### src/rtl/piped_sync_ram.sv
module piped_sync_ram #(
  parameter int LANES  = 2,
  parameter int LANE_W = 9,
  parameter int DEPTH  = 256,
  localparam int AW = (DEPTH > 1) ? $clog2(DEPTH) : 1,
  localparam int DW = LANES * LANE_W
) (
  input  logic             clk,
  input  logic             rst_n,
  input  logic [AW-1:0]    addr,
  input  logic [DW-1:0]    wdata,
  input  logic             sel_n,
  input  logic             sel2,
  input  logic             sel3_n,
  input  logic             gwr_n,
  input  logic             bwe_n,
  input  logic [LANES-1:0] lane_we_n,
  input  logic             oe_n,
  output logic [DW-1:0]    rdata,
  output logic             rdata_valid
);

  logic             cs_in;
  logic [LANES-1:0] lane_in;
  logic             cs_q, wr_q, rd_v_q;
  logic [LANES-1:0] lane_q;
  logic [AW-1:0]    addr_q;
  logic [DW-1:0]    wdata_q;
  logic [DW-1:0]    dout;

  assign cs_in   = !sel_n && sel2 && !sel3_n;
  assign lane_in = !gwr_n ? '1 : (!bwe_n ? ~lane_we_n : '0);

  always_ff @(posedge clk or negedge rst_n) begin
    if (!rst_n) begin
      cs_q   <= 1'b0;
      wr_q   <= 1'b0;
      lane_q <= '0;
      rd_v_q <= 1'b0;
    end else begin
      cs_q   <= cs_in;
      wr_q   <= cs_in && (|lane_in);
      lane_q <= cs_in ? lane_in : '0;
      rd_v_q <= cs_q && !wr_q;
    end
  end

  always_ff @(posedge clk) begin
    addr_q  <= addr;
    wdata_q <= wdata;
  end

  for (genvar g = 0; g < LANES; g++) begin : g_lane
    logic [LANE_W-1:0] mem [DEPTH];
    logic [LANE_W-1:0] dout_l;

    always_ff @(posedge clk) begin
      if (wr_q && lane_q[g])
        mem[addr_q] <= wdata_q[g*LANE_W +: LANE_W];
      if (cs_q && !wr_q)
        dout_l <= mem[addr_q];
    end

    assign dout[g*LANE_W +: LANE_W] = dout_l;
  end

  assign rdata_valid = rd_v_q && !oe_n;
  assign rdata       = rdata_valid ? dout : '0;

  a_r2_read_latency: assert property (@(posedge clk) disable iff (!rst_n)
    (cs_in && gwr_n && (bwe_n || lane_we_n == '1)) |=> ##1 rd_v_q);

  a_r4_lane_write_floats: assert property (@(posedge clk) disable iff (!rst_n)
    (cs_in && gwr_n && !bwe_n && lane_we_n != '1) |=> ##1 !rd_v_q);

  a_r5_master_off_reads: assert property (@(posedge clk) disable iff (!rst_n)
    (cs_in && gwr_n && bwe_n) |=> ##1 rd_v_q);

  a_r6_two_cycle_float: assert property (@(posedge clk) disable iff (!rst_n)
    !cs_in |=> ##1 !rd_v_q);

endmodule

### config.mk
export PLATFORM = sky130hd
export DESIGN_NAME = piped_sync_ram
export DESIGN_NICKNAME = d
export VERILOG_FILES = /design/src/rtl/piped_sync_ram.sv
export SDC_FILE = /design/constraint.sdc
export NUM_CORES = 2
export LEC_CHECK = 0
export ABC_CLOCK_PERIOD_IN_PS = 12100
export BUFFER_PORTS_ARGS = -buffer_cell sky130_fd_sc_hd__buf_2
export CORE_ASPECT_RATIO = 0.9
export CORE_MARGIN = 2
export CORE_UTILIZATION = 35
export CTS_CLUSTER_DIAMETER = 50
export CTS_CLUSTER_SIZE = 8
export DETAILED_ROUTE_END_ITERATION = 8
export SLEW_MARGIN = 5
export SYNTH_ARGS = -nofsm -noshare
export SYNTH_HDL_FRONTEND = slang
export SYNTH_MEMORY_MAX_BITS = 65536
export SYNTH_SLANG_ARGS = --single-unit
### constraint.sdc
create_clock -name clk -period 12.1 [get_ports clk]
set_input_delay 1.21 -clock clk [delete_from_list [all_inputs] [get_ports clk]]
set_output_delay 1.21 -clock clk [all_outputs]
set_load 0.05 [all_outputs]
==> run_results.csv <==
group,metric,value,unit
drt,wire_per_inst,29.75,um
drt,drtIter0Drc,10760,
worst_setup_path,crit_type,"reg -> reg",
floorplanning,row_count,247,
drt,ant_nets,0,
drt,first_pass_iters,5,
timing,fin_crit_sh,0.4886,
place,port-buffer-count,54,
place,dp_slack,6.101,ns
global_routing,met2_usage,0.2736,
worst_setup_path,arrival,6.60,ns
worst_setup_path,critPathMaxFanout,89,
cts,cts_resized,0,
timing,rsz0062_at_grt,"false",
cts,root_buffer,"clkbuf_16",
timing,setup_viol,0,
finish,multi_input_area,0.03540,sq mm
cts,clockBufferDepth,4,
drt,viasPerCell,5.607,
timing,fin_setup_tns,0,ns
pwr,ir_worst_vdd,0.0001510,V
floorplanning,ioPinCount,55,
drt,routed_wl,449300,um
cts,cts-htree-levels,6,
synth,synth_fp_nets,7923,
cts,cts_setup_buffers,0,
floorplanning,dieArea,0.5103,sq mm
synth,synth.distinct_cells,22,
synth,synth_cells,7887,
timing,fmax,169.1,MHz
worst_setup_path,crit_path_start_kind,"flip-flop",
timing,finalHoldViolations,0,
worst_setup_path,rr_worst_depth,9,
worst_setup_path,rrSetupSlack,6.19,ns
worst_setup_path,startpoint,"addr_q[0]$_DFF_P_",
finish,nets,8290,
timing,finalCriticalPeriod,5.913,ns
timing,report.final.slew_viol_count,0,
global_routing,antenna_found_initial,21,
min_path,hold_path_class,"in -> async",
global_routing,grt_max_degree,194,
pwr,total_power,35.49,mW
worst_setup_path,r2r_end,"g_lane[1].dout_l[6]$_DFFE_PP_",
place,hpwl,254000,um
worst_setup_path,critical_path.endpoint,"g_lane[1].dout_l[6]$_DFFE_PP_",
floorplanning,die-width,752.8,um
run,drv_cap,0,
cts,cts_hold_buf,0,
floorplanning,floorplan.initialDensity,0.3512,
finish,fillers,43290,
finish,drive_above_1_share,0.2625,
synth,synth_area,0.1766,sq mm
worst_setup_path,r2r_start,"addr_q[0]$_DFF_P_",
synth,postSynthAreaPerCell,22.39,sq um
worst_setup_path,required,12.79,ns
cts,worstSkewPairLatency,1.05,ns
global_routing,grt_pass1_wl,641700,um
cts,cts_tree,"done",
drt,drcViolationCount,0,
pwr,p_leak,61.34,nW
global_routing,grt_use_total,0.1711,
run_status,outcome,"complete, no violations",
cts,numCtsBuffers,663,
cts,clock_sink_count,4657,
global_routing,grt_pass1_vias,86600,
synth,ys_seq_area_frac,0.7902,
pwr,p_per_area,174.8,mW/mm^2
finish,synthToLayoutAreaGrowth,14.97,%
synth,yosysWarningCount,0,
timing,slew_headroom,0.07784,
floorplanning,core,0.5028,sq mm
timing,tightestPinTransition,1.365,ns
drt,vias,84680,
floorplanning,die_h,677.9,um
global_routing,grt_overflow_total,0,
finish,seq_area,0.1396,sq mm
global_routing,grt_busiest_layer,"met2",
cts,cts.clk_slew.worst_paths,0.05,ns
global_routing,met3_usage,0.03150,
timing,final.setup.worst_slack,6.187,ns
worst_setup_path,cp-end-kind,"flip-flop",
timing,skew,0.05782,ns
place,gp_congestion,0.7906,
synth,synth-seq-cells,4657,
global_routing,use_met1,0.2422,
==> area by class of cell <==
cell class / count / share of cell area
flip-flops and latches: 4657 / 0.6877
well taps: 6723 / 0.04143
diodes: 17 / 0.0002095
clock inverters: 57 / 0.003371
clock buffers: 716 / 0.08436
multi-input cells: 2717 / 0.1743
repair buffers: 215 / 0.008615
==> flip-flops by register name, summed over array words and instances (netlist names) <==
signal / flops
addr_q: 8
cs_q: 1
rd_v_q: 1
wr_q: 1
lane_q: 2
wdata_q: 18
g_lane.dout_l: 18
g_lane.mem: 4608
==> critical path: stages, from the launching register on <==
cell	delay, ns
dfxtp_4	0.72
buf_12	0.55
buf_4	0.72
buf_4	0.87
mux4_2	0.59
a22oi_1	0.29
a21oi_1	0.17
o41ai_1	0.91
buf_4	0.24
nand4_1	0.09
==> synth_stat cells <==
library cell / count / area share
or2_2: 2 / 0.000071
buf_1: 58 / 0.0012
edfxtp_1: 4626 / 0.79
mux4_2: 1152 / 0.15
buf_6: 13 / 0.00083
o41ai_1: 72 / 0.0036
and2_1: 22 / 0.00078
a22oi_1: 576 / 0.024
a21oi_1: 288 / 0.0082
nand2_1: 47 / 0.0010
buf_4: 17 / 0.00072
buf_2: 100 / 0.0028
o21ai_0: 2 / 0.000057
clkbuf_1: 325 / 0.0069
nor3b_1: 1 / 0.000043
nand4_1: 18 / 0.00064
dfrtp_1: 5 / 0.00071
nand2b_1: 2 / 0.000071
nand3_1: 4 / 0.00011
dfxtp_1: 26 / 0.0029
nor2b_1: 8 / 0.00028
nor2_1: 523 / 0.011
==> where the power goes <==
| group | internal (mW) | switching (mW) | leakage (nW) |
|---|---|---|---|
| combinational | 0.461 | 0.873 | 10.7 |
| sequential | 17.8 | 0.0733 | 41.9 |
| clock | 9.93 | 6.36 | 8.72 |
| total | 28.2 | 7.31 | 61.3 |
==> cells in the final DEF (no fill, tap or decap), drive strengths merged, types with 26 or more instances in the layout <==
cell type / netlist / final
a21oi: 288 / 288
a22oi: 576 / 576
buf: 188 / 215
clkbuf: 325 / 716
dfxtp: 26 / 26
edfxtp: 4626 / 4626
inv: 0 / 26
mux4: 1152 / 1152
nand2: 47 / 47
nor2: 523 / 523
o41ai: 72 / 72
==> metal layers <==
| metal | part of all wire | wire length [um] |
|---|---|---|
| met1 | 0.41 | 185200 |
| met2 | 0.48 | 215100 |
| met3 | 0.084 | 37620 |
| met4 | 0.025 | 11310 |
| met5 | 0.00015 | 69 |
==> worst min-delay path by stage <==
stage | startpoint | end | slack (ns) | depth (start not counted)
finish | rst_n | rd_v_q$_DFF_PN0_ | 0.1 | 1
global route | rst_n | rd_v_q$_DFF_PN0_ | 0.05 | 1
CTS | rst_n | rd_v_q$_DFF_PN0_ | 0.04 | 1
detailed placement | wdata_q[6]$_DFF_P_ | g_lane[0].mem[27][6]$_DFFE_PP_ | 0.60 | 0
global placement | wdata_q[6]$_DFF_P_ | g_lane[0].mem[26][6]$_DFFE_PP_ | 0.59 | 0
floorplan | wr_q$_DFF_PN0_ | rd_v_q$_DFF_PN0_ | 0.70 | 1
==> stage by stage <==
step	cells	hold slack, ns	area (sq um)	utilization
6_report	15100	0.09712	203100	0.4038
5_1_grt	15100	0.04703	203000	0.4038
4_1_cts	15080	0.04157	203000	0.4037
3_5_place_dp	14310	0.6000	185200	0.3683
3_3_place_gp	14300	0.5923	184900	0.3677
2_1_floorplan	7887	0.7020	176600	-
==> cell families (layout without fill, tap and decap cells) <==
logic type | Yosys count | after routing | share of synthesized area
compound gates | 938 | 938 | 0.03627
flops | 4657 | 4657 | 0.7902
other cells | 0 | 17 | 0
mux | 1152 | 1152 | 0.1469
simple gates | 627 | 627 | 0.01411
buf+inv | 513 | 988 | 0.01253
(Power assumes the default switching activity.)
